===== src/rtl/rc_pkg.sv =====
package rc_pkg;
  localparam int MB_HALT    = 0;
  localparam int MB_WRAP    = 3;
  localparam int MB_IRQ_TGT = 4;
  localparam int MB_IRQ_OVF = 5;
  localparam int MB_REPEAT  = 6;
  localparam int MB_EXT     = 8;
  localparam int MB_DIV     = 9;
  localparam int MB_EVT     = 10;
  localparam int MB_HIT     = 11;
  localparam int MB_OVF     = 12;
  localparam int MODE_W     = 16;
  localparam int MODE_WR_W  = 10;

  typedef enum logic [1:0] {
    RA_COUNT  = 2'd0,
    RA_MODE   = 2'd1,
    RA_TARGET = 2'd2,
    RA_NONE   = 2'd3
  } reg_addr_e;
endpackage


===== src/rtl/rc_tick_sel.sv =====
module rc_tick_sel #(
  parameter int CHAN  = 2,
  parameter int PRE_W = 3
) (
  input  logic clk,
  input  logic rst,
  input  logic restart,
  input  logic halt_bit,
  input  logic div_bit,
  input  logic ext_bit,
  input  logic ext_tick,
  output logic tick
);
  generate
    if (CHAN == 2) begin : g_div
      logic [PRE_W-1:0] pre_q;
      logic unused_ext;
      assign unused_ext = ext_bit ^ ext_tick;
      always_ff @(posedge clk) begin
        if (rst || restart) pre_q <= '0;
        else                pre_q <= pre_q + 1'b1;
      end
      assign tick = !halt_bit && (div_bit ? (&pre_q) : 1'b1);

      // a halted channel never ticks
      AST_HALT_NO_TICK: assert property (@(posedge clk) disable iff (rst)
        halt_bit |-> !tick);
    end else begin : g_ext
      logic unused_div;
      assign unused_div = halt_bit ^ div_bit ^ restart ^ clk ^ rst;
      assign tick = ext_bit ? ext_tick : 1'b1;
    end
  endgenerate
endmodule


===== src/rtl/rc_counter.sv =====
module rc_counter #(
  parameter int W = 16
) (
  input  logic         clk,
  input  logic         rst,
  input  logic         tick,
  input  logic         clear,
  input  logic         load,
  input  logic [W-1:0] load_val,
  input  logic         wrap_at_tgt,
  input  logic [W-1:0] target,
  output logic [W-1:0] count,
  output logic         hit,
  output logic         ovf
);
  logic [W:0] inc;
  logic       adv;

  assign inc = {1'b0, count} + 1'b1;
  assign adv = tick && !clear && !load;
  assign ovf = adv && inc[W];
  assign hit = adv && (inc[W-1:0] == target);

  always_ff @(posedge clk) begin
    if (rst)                         count <= '0;
    else if (clear)                  count <= '0;
    else if (load)                   count <= load_val;
    else if (adv) begin
      if (ovf || (hit && wrap_at_tgt)) count <= '0;
      else                             count <= inc[W-1:0];
    end
  end

  AST_CLEAR_TO_ZERO: assert property (@(posedge clk) disable iff (rst)
    clear |=> (count == '0));
  AST_WRAP_AT_TARGET: assert property (@(posedge clk) disable iff (rst)
    (hit && wrap_at_tgt) |=> (count == '0));
  AST_NO_STEP_IDLE: assert property (@(posedge clk) disable iff (rst)
    (!tick && !clear && !load) |=> $stable(count));
endmodule


===== src/rtl/rc_root_counter.sv =====
module rc_root_counter #(
  parameter int CHAN   = 2,
  parameter int CNT_W  = 16,
  parameter int DATA_W = 32,
  parameter int PRE_W  = 3
) (
  input  logic              clk,
  input  logic              rst,
  input  logic              wr_en,
  input  logic              rd_en,
  input  logic [1:0]        addr,
  input  logic [DATA_W-1:0] wdata,
  input  logic              ext_tick,
  output logic [DATA_W-1:0] rdata,
  output logic              irq
);
  import rc_pkg::*;

  localparam int PAD_W = DATA_W - CNT_W;
  localparam int MPAD  = DATA_W - MODE_W;

  logic [MODE_W-1:0] mode_q, mode_n;
  logic [CNT_W-1:0]  target_q, count;
  logic              mode_wr, cnt_wr, tgt_wr, mode_rd;
  logic              tick, hit, ovf, fire, irq_n, shot_used;
  logic              unused_wdata;

  assign mode_wr = wr_en && (addr == RA_MODE);
  assign cnt_wr  = wr_en && (addr == RA_COUNT);
  assign tgt_wr  = wr_en && (addr == RA_TARGET);
  assign mode_rd = rd_en && (addr == RA_MODE);
  assign unused_wdata = ^wdata[DATA_W-1:CNT_W];

  rc_tick_sel #(.CHAN(CHAN), .PRE_W(PRE_W)) u_tick (
    .clk(clk), .rst(rst), .restart(mode_wr),
    .halt_bit(mode_q[MB_HALT]), .div_bit(mode_q[MB_DIV]),
    .ext_bit(mode_q[MB_EXT]), .ext_tick(ext_tick), .tick(tick)
  );

  rc_counter #(.W(CNT_W)) u_cnt (
    .clk(clk), .rst(rst), .tick(tick), .clear(mode_wr), .load(cnt_wr),
    .load_val(wdata[CNT_W-1:0]), .wrap_at_tgt(mode_q[MB_WRAP]),
    .target(target_q), .count(count), .hit(hit), .ovf(ovf)
  );

  always_comb begin
    mode_n = mode_q;
    if (mode_rd) begin
      mode_n[MB_HIT] = 1'b0;
      mode_n[MB_OVF] = 1'b0;
    end
    if (hit) begin
      mode_n[MB_HIT] = 1'b1;
      mode_n[MB_EVT] = 1'b1;
    end
    if (ovf) begin
      mode_n[MB_OVF] = 1'b1;
      mode_n[MB_EVT] = 1'b1;
    end
    if (mode_wr) mode_n = {{(MODE_W-MODE_WR_W){1'b0}}, wdata[MODE_WR_W-1:0]};
  end

  assign fire  = (hit && mode_q[MB_IRQ_TGT]) || (ovf && mode_q[MB_IRQ_OVF]);
  assign irq_n = fire && (mode_q[MB_REPEAT] || !shot_used);

  always_ff @(posedge clk) begin
    if (rst) begin
      mode_q    <= '0;
      target_q  <= '0;
      irq       <= 1'b0;
      shot_used <= 1'b0;
      rdata     <= '0;
    end else begin
      mode_q <= mode_n;
      if (tgt_wr) target_q <= wdata[CNT_W-1:0];
      irq <= irq_n;
      if (mode_wr)    shot_used <= 1'b0;
      else if (irq_n) shot_used <= 1'b1;
      if (rd_en) begin
        case (reg_addr_e'(addr))
          RA_COUNT:  rdata <= {{PAD_W{1'b0}}, count};
          RA_MODE:   rdata <= {{MPAD{1'b0}}, mode_q};
          RA_TARGET: rdata <= {{PAD_W{1'b0}}, target_q};
          default:   rdata <= '0;
        endcase
      end
    end
  end

  AST_MODE_TOP_ZERO: assert property (@(posedge clk) disable iff (rst)
    (rd_en && addr == RA_MODE) |=> (rdata[15:13] == 3'b000));
  AST_FLAGS_CLEARED: assert property (@(posedge clk) disable iff (rst)
    (mode_rd && !mode_wr && !hit && !ovf) |=> (!mode_q[MB_HIT] && !mode_q[MB_OVF]));
  AST_ONE_SHOT: assert property (@(posedge clk) disable iff (rst)
    (shot_used && !mode_q[MB_REPEAT] && !mode_wr) |=> !irq);
  AST_IRQ_CAUSE: assert property (@(posedge clk) disable iff (rst)
    irq |-> $past(hit || ovf));
  AST_IRQ_SINGLE: assert property (@(posedge clk) disable iff (rst)
    (irq && !$past(hit || ovf, 1)) |-> 1'b0);
  AST_TGT_KEEPS_COUNT: assert property (@(posedge clk) disable iff (rst)
    (tgt_wr && !cnt_wr && !mode_wr && !tick) |=> $stable(count));
  AST_RDATA_HOLD: assert property (@(posedge clk) disable iff (rst)
    !rd_en |=> $stable(rdata));
endmodule


===== config.mk =====
export PLATFORM = sky130hd
export DESIGN_NAME = rc_root_counter
export DESIGN_NICKNAME = d
export VERILOG_FILES = /design/src/rtl/rc_pkg.sv /design/src/rtl/rc_tick_sel.sv /design/src/rtl/rc_counter.sv /design/src/rtl/rc_root_counter.sv
export SDC_FILE = /design/constraint.sdc
export NUM_CORES = 1
export LEC_CHECK = 0
export ABC_AREA = 1
export ABC_CLOCK_PERIOD_IN_PS = 2500
export BUFFER_PORTS_ARGS = -buffer_cell sky130_fd_sc_hd__buf_2
export CORE_UTILIZATION = 56
export DETAILED_ROUTE_END_ITERATION = 6
export HOLD_SLACK_MARGIN = 0.15
export PLACE_DENSITY = 0.92
export SYNTH_ARGS = -nofsm -noshare
export SYNTH_HDL_FRONTEND = slang
export SYNTH_SLANG_ARGS = --single-unit

===== constraint.sdc =====
create_clock -name clk -period 2.5 [get_ports clk]
set_clock_uncertainty 0.05 [all_clocks]
set_input_delay 0.375 -clock clk [delete_from_list [all_inputs] [get_ports clk]]
set_output_delay 0.375 -clock clk [all_outputs]
set_load 0.05 [all_outputs]

==> results of run 1 <==
stage by stage:
| step | setup slack (ns) | total power [mW] |
|---|---|---|
| floorplan | 0.472 | 1.45 |
| global placement | 0.292 | 1.54 |
| detailed placement | 0.241 | 1.56 |
| CTS | 0.225 | 2.66 |
| global route | 0.0418 | 2.74 |
| finish | 0.252 | 2.67 |
power breakdown:
part           switching, mW  total, mW  internal (mW)
logic                  0.302      0.417          0.116
registers             0.0309       1.13           1.10
clock network          0.429       1.12          0.693
total                  0.761       2.67           1.91
routing by layer:
| metal | share of wire | track usage | up-vias |
|---|---|---|---|
| met5 | 0 | 0 | - |
| met4 | 0.042 | 0.168 | 0 |
| met1 | 0.40 | 0.392 | 1769 |
| met2 | 0.47 | 0.530 | 234 |
| met3 | 0.081 | 0.0666 | 45 |
| li1 | - | - | 1905 |
state kept, by name, indices dropped and copies added, names as in the netlist:
register / count
irq: 1
u_tick.g_div.pre_q: 3
u_cnt.count: 16
shot_used: 1
rdata: 16
mode_q: 13
target_q: 16
final timing paths:
kind	end	start	cells past startpoint
setup / recovery	u_cnt.count[1]	u_cnt.count[1]	15
hold / removal	target_q[0]	wr_en	3
setup reg to reg	u_cnt.count[1]	u_cnt.count[1]	15
hold reg to reg	u_tick.g_div.pre_q[0]	u_tick.g_div.pre_q[0]	1
Yosys cell counts:
| cell type | count |
|---|---|
| sky130_fd_sc_hd__nand3_1 | 51 |
| sky130_fd_sc_hd__o211ai_1 | 2 |
| sky130_fd_sc_hd__xnor2_1 | 2 |
| sky130_fd_sc_hd__inv_1 | 80 |
| sky130_fd_sc_hd__nor2_1 | 50 |
| sky130_fd_sc_hd__o21ai_1 | 2 |
| sky130_fd_sc_hd__dfxtp_1 | 66 |
| sky130_fd_sc_hd__buf_2 | 1 |
| sky130_fd_sc_hd__a31oi_1 | 1 |
| sky130_fd_sc_hd__inv_2 | 1 |
| sky130_fd_sc_hd__xnor3_1 | 1 |
| sky130_fd_sc_hd__nand3_2 | 1 |
| sky130_fd_sc_hd__buf_4 | 16 |
| sky130_fd_sc_hd__nor2_4 | 5 |
| sky130_fd_sc_hd__o221ai_1 | 6 |
| sky130_fd_sc_hd__nor2_2 | 2 |
| sky130_fd_sc_hd__nand2_2 | 2 |
| sky130_fd_sc_hd__clkinv_1 | 1 |
| sky130_fd_sc_hd__nand2_1 | 109 |
| sky130_fd_sc_hd__clkbuf_1 | 20 |
| sky130_fd_sc_hd__nand4_1 | 6 |
| sky130_fd_sc_hd__nand3b_1 | 2 |
| sky130_fd_sc_hd__o21ai_0 | 57 |
| sky130_fd_sc_hd__conb_1 | 1 |
| sky130_fd_sc_hd__o22ai_1 | 10 |
| sky130_fd_sc_hd__ha_1 | 3 |
| sky130_fd_sc_hd__buf_6 | 1 |
| sky130_fd_sc_hd__a21oi_1 | 62 |
| sky130_fd_sc_hd__xor2_1 | 3 |
| sky130_fd_sc_hd__nor3_1 | 4 |
worst reg2reg max path, stage by stage, from the launching register on:
cell                      delay, ns
sky130_fd_sc_hd__dfxtp_2       0.36
sky130_fd_sc_hd__ha_2          0.20
sky130_fd_sc_hd__nand2_1       0.09
sky130_fd_sc_hd__nor2_4        0.24
sky130_fd_sc_hd__nand2_1       0.09
sky130_fd_sc_hd__nand2_1       0.08
sky130_fd_sc_hd__nand2_1       0.07
sky130_fd_sc_hd__nand2_1       0.10
sky130_fd_sc_hd__nand3_1       0.08
sky130_fd_sc_hd__nor2_1        0.11
sky130_fd_sc_hd__nand2_1       0.10
sky130_fd_sc_hd__nor2_4        0.15
sky130_fd_sc_hd__nand3_2       0.09
sky130_fd_sc_hd__buf_4         0.18
sky130_fd_sc_hd__nand3_1       0.08
sky130_fd_sc_hd__a21oi_1       0.06
cell type report:
class	count	area (um2)
clock buffers	12	145
clock inverters	4	98.8
fillers	560	2180
inverters	82	308
multi-input cells	397	1930
flip-flops and latches	66	1320
well taps	77	96.3
repair buffers	53	303
logic make-up (layout without fill, tap and decap cells):
family / Yosys count / count (layout) / synth area share
AND/OR/NAND/NOR: 232 / 232 / 0.274
AO/OA/AOI/OAI: 140 / 140 / 0.200
buffers and inverters: 120 / 151 / 0.140
flip-flops: 66 / 66 / 0.357
XOR/XNOR: 6 / 6 / 0.0179
adder cells (fa/ha/maj): 3 / 3 / 0.0101
other: 1 / 16 / 0.00101
repair_timing:
item | in CTS | in global routing
setup endpoints to repair | 0 | 15
gates resized for setup | 0 | 3
setup buffers | 0 | 1
layout by cell type, fill, tap and decap left out:
master / n
sky130_fd_sc_hd__nand2_1: 109
sky130_fd_sc_hd__inv_1: 80
sky130_fd_sc_hd__dfxtp_1: 65
sky130_fd_sc_hd__a21oi_1: 62
sky130_fd_sc_hd__o21ai_0: 57
sky130_fd_sc_hd__nand3_1: 51
sky130_fd_sc_hd__nor2_1: 50
sky130_fd_sc_hd__buf_2: 38
sky130_fd_sc_hd__conb_1: 16
sky130_fd_sc_hd__buf_4: 15
sky130_fd_sc_hd__o22ai_1: 10
sky130_fd_sc_hd__clkbuf_8: 10
sky130_fd_sc_hd__o221ai_1: 6
sky130_fd_sc_hd__nor2_4: 6
sky130_fd_sc_hd__nand4_1: 6
sky130_fd_sc_hd__nor3_1: 4
sky130_fd_sc_hd__xor2_1: 3
sky130_fd_sc_hd__bufinv_16: 3
sky130_fd_sc_hd__o211ai_1: 2
sky130_fd_sc_hd__xnor2_1: 2
sky130_fd_sc_hd__nand2_2: 2
sky130_fd_sc_hd__o21ai_1: 2
sky130_fd_sc_hd__nand3b_1: 2
sky130_fd_sc_hd__ha_1: 2
sky130_fd_sc_hd__clkbuf_1: 2
sky130_fd_sc_hd__inv_2: 1
sky130_fd_sc_hd__clkinv_1: 1
sky130_fd_sc_hd__nor2_2: 1
sky130_fd_sc_hd__xnor3_1: 1
sky130_fd_sc_hd__nand3_2: 1
sky130_fd_sc_hd__a31oi_1: 1
sky130_fd_sc_hd__ha_2: 1
sky130_fd_sc_hd__clkinv_4: 1
sky130_fd_sc_hd__dfxtp_2: 1
==> flow_metrics.tcl, run 1 <==
set metrics [dict create \
    run_status "completed" \
    grt-ovfl-total 0 \
    global_route_wire_length_before_repair_mm 17.6 \
    grt_antenna_before_repair 0 \
    hold_ws_ns 0.278 \
    timing.reg2reg.setup_slack_ns 0.25 \
    instances_no_fill 691 \
    post_drt_antenna_nets 0 \
    dp_hpwl_mm 7.77 \
    firstDrtPassIters 5 \
    endpoint_kind "register" \
    h-tree-depth 3 \
    timing.critical_path.arrival_ns 2.42 \
    final-setup-viol-count 0 \
    proportion_of_synthesized_chip_area_in_sequential_cells 0.357 \
    die_height_um 83.4 \
    place_congestion 0.972 \
    mappedNetlistArea_um2 3710 \
    synth_area_leader_cell "sky130_fd_sc_hd__dfxtp_1" \
    portion_of_the_clock_cycle_consumed_by_the_worst_path_in_the_final_layout 0.899 \
    clkSinkCount 66 \
    cts_buffers 9 \
    max_cap_viol_count 0 \
    cp_slowest_cell "sky130_fd_sc_hd__dfxtp_2" \
    core.rowCount 29 \
    max_freq_mhz 445 \
    p_per_area_nw_per_um2 634 \
    residual_drc_count 0 \
    floorplan.initialDensity 0.580 \
    io_pins 72 \
    path_cells "ha_2 -> nand2_1 -> nor2_4 -> nand2_1 -> nand2_1 -> nand2_1 -> nand2_1 -> nand3_1 -> nor2_1 -> nand2_1 -> nor2_4 -> nand3_2 -> buf_4 -> nand3_1 -> a21oi_1" \
    core_area_um2 6390 \
    insertedDiodeCount 0 \
    routed_wl_per_cell_um 15.4 \
    final_layout_size_suffix_gt1_frac 0.130 \
    via_per_inst 5.72 \
    fin_area_um2 4200 \
    clock_tree.buffer_depth 2 \
    maxSlewViolCount 0 \
    yosys_warnings 0 \
    post_layout_net_count 651 \
    synth_register_bits 66 \
    dieWidth_um 83.4 \
    hold_viol 0 \
    crit_path_max_delay_family "simple AND/OR/NAND/NOR gates" \
    gr_usage_total 0.320 \
    vdd.ir_drop.worst_v 0.000571 \
    postSynthAreaPerCell_um2 6.52 \
    layout_min_cycle_time_ns 2.25 \
    timing.critical_path.required_ns 2.67 \
    synth_cell_types 30 \
    timing.slew.headroom 0.556 \
    critical-path-top-cell-by-count "sky130_fd_sc_hd__nand2_1" \
    cts-hold-fix-buffers 0 \
    tightestPinTransition_ns 0.664 \
    die_area_um2 6950 \
    clk_pin_slew_worst_paths_ns 0.07 \
    worst_stage_delay_on_the_critical_path_ns 0.36 \
    rsz0062_at_grt "false" \
    worst_skew_pair.late_latency_ns 0.35 \
    worst_hold_path_type "input port to register" \
    vias_in_the_first_global_route 3770 \
    cts.root.buffer_cell "sky130_fd_sc_hd__clkbuf_8" \
    synth_largest_type_area_fraction 0.357 \
    timing.critical_path.buf_inv 1 \
    drt_iter0_drc 353 \
    place.detailed.instances 674 \
    tritoncts "yes" \
    totalNegativeSetupSlack_ns 0 \
    post_synth_main_area_contributors "sky130_fd_sc_hd__dfxtp_1 36%, sky130_fd_sc_hd__nand2_1 11%, sky130_fd_sc_hd__a21oi_1 8.4%" \
    utilization 0.658 \
    power_leakage_nw 1.71 \
    post_synth_inst_count 568 \
    via_count 3953 \
    syn2layout_area_growth_pct 13.4 \
    crit_path_max_fanout 8 \
    critical_path_class "register to register" \
    pin_count_of_the_biggest_net_entering_global_routing 24 \
    buffer_ports.inserted 38 \
    setup.worst_path.start_class "register" \
    routed_wl_mm 10.6 \
    dpl-instance-area_um2 3940 \
]
Power figures use the tool's default switching activity.
==> inputs of run 2 (changes only) <==
Settings changed: CELL_PAD_IN_SITES_DETAIL_PLACEMENT from default to 0, CELL_PAD_IN_SITES_GLOBAL_PLACEMENT from default to 1, CORE_UTILIZATION 56 to 30, PLACE_DENSITY 0.92 to 0.76.
==> run 2 against run 1 <==
  * Sequential cell count stayed put
  * Critical path type unchanged
  * Hold slack better by 0.0054 ns
  * Clock power is 20% higher
  * Critical path depth is 2 lower
  * Largest cell class unchanged
  * Maximum frequency is 0.75% lower
  * Count of clock-buffer cells in the layout is 1 lower
==> flow_metrics.tcl, run 2 (synthesized netlist as in run 1, its figures left out) <==
set metrics [dict create \
    die_height_um 113 \
    routed_wl_per_cell_um 15.0 \
    global_route_wire_length_before_repair_mm 18.4 \
    hold_viol 0 \
    largestRegisters "rdata x16, target_q x16, u_cnt.count x16" \
    timing.critical_path.required_ns 2.68 \
    place_congestion 0.852 \
    core.rowCount 40 \
    syn2layout_area_growth_pct 17.6 \
    dieWidth_um 113 \
    endpoint_kind "register" \
    rsz0062_at_grt "false" \
    grt-ovfl-total 0 \
    totalNegativeSetupSlack_ns 0 \
    maxSlewViolCount 0 \
    dp_hpwl_mm 8.17 \
    insertedDiodeCount 0 \
    routed_wl_mm 11.4 \
    post_drt_antenna_nets 0 \
    pin_count_of_the_biggest_net_entering_global_routing 32 \
    residual_drc_count 0 \
    worst_skew_pair.late_latency_ns 0.34 \
    via_count 3818 \
    tightestPinTransition_ns 0.736 \
    buffer_ports.inserted 38 \
    cts_setup_buffers 0 \
    vias_in_the_first_global_route 3629 \
    drt_iter0_drc 202 \
    timing.slew.headroom 0.508 \
    gr_usage_total 0.188 \
    final-setup-viol-count 0 \
    setup.worst_path.start_class "register" \
    grt_antenna_before_repair 0 \
    layout_commonest_cell "sky130_fd_sc_hd__nand2_1" \
    die_area_um2 12800 \
    firstDrtPassIters 5 \
    fin_area_um2 4360 \
    h-tree-depth 3 \
    clock_tree.buffer_depth 2 \
    max_cap_viol_count 0 \
    cts.root.buffer_cell "sky130_fd_sc_hd__clkbuf_16" \
    tritoncts "yes" \
    critical_path_class "register to register" \
    io_pins 72 \
    power_leakage_nw 1.75 \
    portion_of_the_clock_cycle_consumed_by_the_worst_path_in_the_final_layout 0.906 \
    floorplan.initialDensity 0.309 \
    cts_buffers 9 \
    run_status "completed" \
    layout_min_cycle_time_ns 2.27 \
    timing.critical_path.arrival_ns 2.44 \
    via_per_inst 5.03 \
    cts-hold-fix-buffers 0 \
    postCtsResizedCells 0 \
    clkSinkCount 66 \
    post_layout_net_count 651 \
    p_per_area_nw_per_um2 663 \
    core_area_um2 12000 \
    worst_hold_path_type "input port to register" \
    max_freq_mhz 441 \
    most_frequent_cells_in_the_layout "109 x sky130_fd_sc_hd__nand2_1, 80 x sky130_fd_sc_hd__inv_1, 66 x sky130_fd_sc_hd__dfxtp_1" \
    final_layout_size_suffix_gt1_frac 0.126 \
    crit_path_max_fanout 8 \
    clk_pin_slew_worst_paths_ns 0.05 \
    vdd.ir_drop.worst_v 0.000334 \
    dpl-instance-area_um2 4050 \
]
-- run 2: cell count changes in the layout (fill, tap and decap cells not counted), sizes merged --
cell and change:
bufinv -1, clkbuf -1
-- run 2: cell type report --
type | instances | area (um2)
Tap cell | 147 | 184
Clock buffer | 11 | 243
Fill cell | 1307 | 7650
Inverter | 82 | 308
Timing Repair Buffer | 53 | 315
Clock inverter | 3 | 65.1
Multi-Input combinational cell | 397 | 1920
Sequential cell | 66 | 1320
-- run 2: worst paths after layout --
check / start / endpoint / slack (ns) / cells past startpoint
max: u_cnt.count[1] / u_cnt.count[0] / 0.23 / 13
min: wdata[0] / target_q[0] / 0.28 / 3
min reg2reg: u_tick.g_div.pre_q[0] / u_tick.g_div.pre_q[0] / 0.38 / 1
max reg2reg: u_cnt.count[1] / u_cnt.count[0] / 0.23 / 13
-- run 2: critical path, stage by stage (launching register included) --
cell                      delay, ns
sky130_fd_sc_hd__dfxtp_1       0.37
sky130_fd_sc_hd__ha_1          0.22
sky130_fd_sc_hd__nand3_1       0.19
sky130_fd_sc_hd__nor2_2        0.25
sky130_fd_sc_hd__nand4_1       0.15
sky130_fd_sc_hd__nand3_1       0.15
sky130_fd_sc_hd__nand2_1       0.07
sky130_fd_sc_hd__nor2_1        0.09
sky130_fd_sc_hd__nand2_1       0.07
sky130_fd_sc_hd__nor2_2        0.14
sky130_fd_sc_hd__nand3_2       0.09
sky130_fd_sc_hd__buf_4         0.19
sky130_fd_sc_hd__nand3_1       0.09
sky130_fd_sc_hd__a21oi_1       0.06
-- run 2: per-stage QoR --
| step | cells | setup slack [ns] | power [mW] | hold WS, ns | utilization |
|---|---|---|---|---|---|
| floorplan | 583 | 0.472 | 1.45 | 0.349 | - |
| global placement | 745 | 0.265 | 1.56 | 0.358 | 0.337 |
| detailed placement | 745 | 0.230 | 1.57 | 0.376 | 0.337 |
| CTS | 759 | 0.244 | 2.91 | 0.278 | 0.363 |
| global route | 759 | 0.0210 | 3.01 | 0.297 | 0.363 |
| finish | 759 | 0.235 | 2.89 | 0.283 | 0.363 |
-- run 2: layer usage --
| metal | global-route usage | part of all wire |
|---|---|---|
| met5 | 0 | 0 |
| met4 | 0.0684 | 0.021 |
| met3 | 0.0423 | 0.070 |
| met2 | 0.308 | 0.45 |
| met1 | 0.243 | 0.45 |
-- run 2: where the power goes --
part / internal [mW] / total [mW] / switching, mW / leakage (nW)
sequential: 1.10 / 1.13 / 0.0307 / 0.538
clock: 0.887 / 1.34 / 0.455 / 0.151
combinational: 0.119 / 0.419 / 0.300 / 1.06
total: 2.10 / 2.89 / 0.785 / 1.75
==> inputs of run 3 (changes only) <==
Settings changed: CORE_MARGIN from default to 4.
==> run 3 against run 2 <==
  * Register-to-register slack improved by 0.05 ns
  * First-iteration DRC count rose by 70%
  * Clock power barely moved
  * Power barely moved
  * Highest routed layer unchanged
==> flow_metrics.tcl, run 3 (synthesized netlist as in run 1, its figures left out) <==
set metrics [dict create \
    run_status "completed" \
    io_pins 72 \
    h-tree-depth 3 \
    worst_skew_pair.late_latency_ns 0.34 \
    cts_buffers 9 \
    most_frequent_cells_in_the_layout "109 x sky130_fd_sc_hd__nand2_1, 80 x sky130_fd_sc_hd__inv_1, 65 x sky130_fd_sc_hd__dfxtp_1" \
    core.rowCount 40 \
    global_route_wire_length_before_repair_mm 18.5 \
    clk_pin_slew_worst_paths_ns 0.06 \
    tritoncts "yes" \
    timing.critical_path.required_ns 2.65 \
    die_height_um 119 \
    floorplan.initialDensity 0.307 \
    tightestPinTransition_ns 0.744 \
    timing.slew.headroom 0.503 \
    insertedDiodeCount 0 \
    routed_wl_per_cell_um 14.8 \
    clkSinkCount 66 \
    gr_usage_total 0.166 \
    worst_hold_path_type "input port to register" \
    endpoint_kind "register" \
    cts-hold-fix-buffers 0 \
    die_area_um2 14200 \
    residual_drc_count 0 \
    syn2layout_area_growth_pct 18.8 \
    p_per_area_nw_per_um2 656 \
    vias_in_the_first_global_route 3549 \
    totalNegativeSetupSlack_ns 0 \
    layout_min_cycle_time_ns 2.21 \
    via_count 3808 \
    crit_path_max_fanout 7 \
    maxSlewViolCount 0 \
    setup.worst_path.start_class "register" \
    place_congestion 0.924 \
    buffer_ports.inserted 38 \
    layout_commonest_cell "sky130_fd_sc_hd__nand2_1" \
    portion_of_the_clock_cycle_consumed_by_the_worst_path_in_the_final_layout 0.886 \
    p_total_mw 2.89 \
    fillerInstances 1308 \
    largestRegisters "rdata x16, target_q x16, u_cnt.count x16" \
    drt_iter0_drc 343 \
    rsz0062_at_grt "false" \
    via_per_inst 4.86 \
    grt_antenna_before_repair 0 \
    dp_hpwl_mm 8.56 \
    post_layout_net_count 652 \
    final_layout_size_suffix_gt1_frac 0.133 \
    multiInputGateArea_um2 1920 \
    hold_viol 0 \
    power_leakage_nw 1.75 \
    max_freq_mhz 451 \
    pin_count_of_the_biggest_net_entering_global_routing 30 \
    clock_tree.buffer_depth 2 \
    vdd.ir_drop.worst_v 0.000293 \
    firstDrtPassIters 7 \
    timing.critical_path.arrival_ns 2.37 \
    grt-ovfl-total 0 \
    critical_path_class "register to register" \
    final-setup-viol-count 0 \
    dieWidth_um 119 \
    post_drt_antenna_nets 0 \
    seq_area_um2 1320 \
    max_cap_viol_count 0 \
    core_area_um2 12100 \
    routed_wl_mm 11.6 \
    cts.root.buffer_cell "sky130_fd_sc_hd__clkbuf_16" \
]
-- run 3: critical path, stage by stage, from the launching register on --
cell and delay, ns:
sky130_fd_sc_hd__dfxtp_2 0.35, sky130_fd_sc_hd__ha_2 0.21, sky130_fd_sc_hd__nand2_1 0.09, sky130_fd_sc_hd__nor2_4 0.21, sky130_fd_sc_hd__buf_4 0.15, sky130_fd_sc_hd__nand4_1 0.12
sky130_fd_sc_hd__nand3_1 0.11, sky130_fd_sc_hd__nand2_1 0.09, sky130_fd_sc_hd__nor2_1 0.11, sky130_fd_sc_hd__nand2_1 0.06, sky130_fd_sc_hd__nor2_2 0.13, sky130_fd_sc_hd__nand3_2 0.09
sky130_fd_sc_hd__buf_4 0.18, sky130_fd_sc_hd__nand3_1 0.07, sky130_fd_sc_hd__a21oi_1 0.06
-- run 3: layer usage --
layer  GRT usage  vias to the layer above  share of wire
met3      0.0522                       21          0.079
met1       0.216                     1743           0.45
li1            -                     1904              -
met4      0.0579                        0          0.020
met2       0.259                      140           0.45
met5           0                        -              0
-- run 3: through the flow --
stage / setup slack [ns] / hold slack [ns] / std cells / instance area, um2 / utilization
finish: 0.285 / 0.295 / 783 / 4400 / 0.365
global route: 0.0453 / 0.310 / 783 / 4400 / 0.365
CTS: 0.240 / 0.283 / 782 / 4390 / 0.364
detailed placement: 0.256 / 0.363 / 766 / 4080 / 0.338
global placement: 0.263 / 0.358 / 766 / 4080 / 0.338
floorplan: 0.472 / 0.349 / 583 / 3760 / -
-- run 3: power by group --
| part | switching [mW] | leakage [nW] | internal, mW |
|---|---|---|---|
| combinational | 0.303 | 1.06 | 0.122 |
| sequential | 0.0303 | 0.538 | 1.10 |
| clock | 0.481 | 0.152 | 0.856 |
| total | 0.814 | 1.75 | 2.08 |
-- run 3: worst paths after layout --
kind                              start                    end  slack (ns)  cells after the start
setup / recovery         u_cnt.count[1]        u_cnt.count[14]        0.29                     14
setup reg to reg         u_cnt.count[1]        u_cnt.count[14]        0.29                     14
hold / removal                wdata[12]           target_q[12]        0.29                      3
hold reg to reg   u_tick.g_div.pre_q[0]  u_tick.g_div.pre_q[0]        0.37                      1
-- run 3: cell type report --
cell class	count	area share
multi-input combinational	397	0.437
sequential	66	0.300
timing repair buffer	54	0.0733
inverter	82	0.0699
clock buffer	13	0.0614
tap	168	0.0477
clock inverter	3	0.0105
-- run 3: timing repair --
item,CTS,global route
setup buffers,0,1
gates resized for setup,0,2
endpoints found under the setup margin,0,14
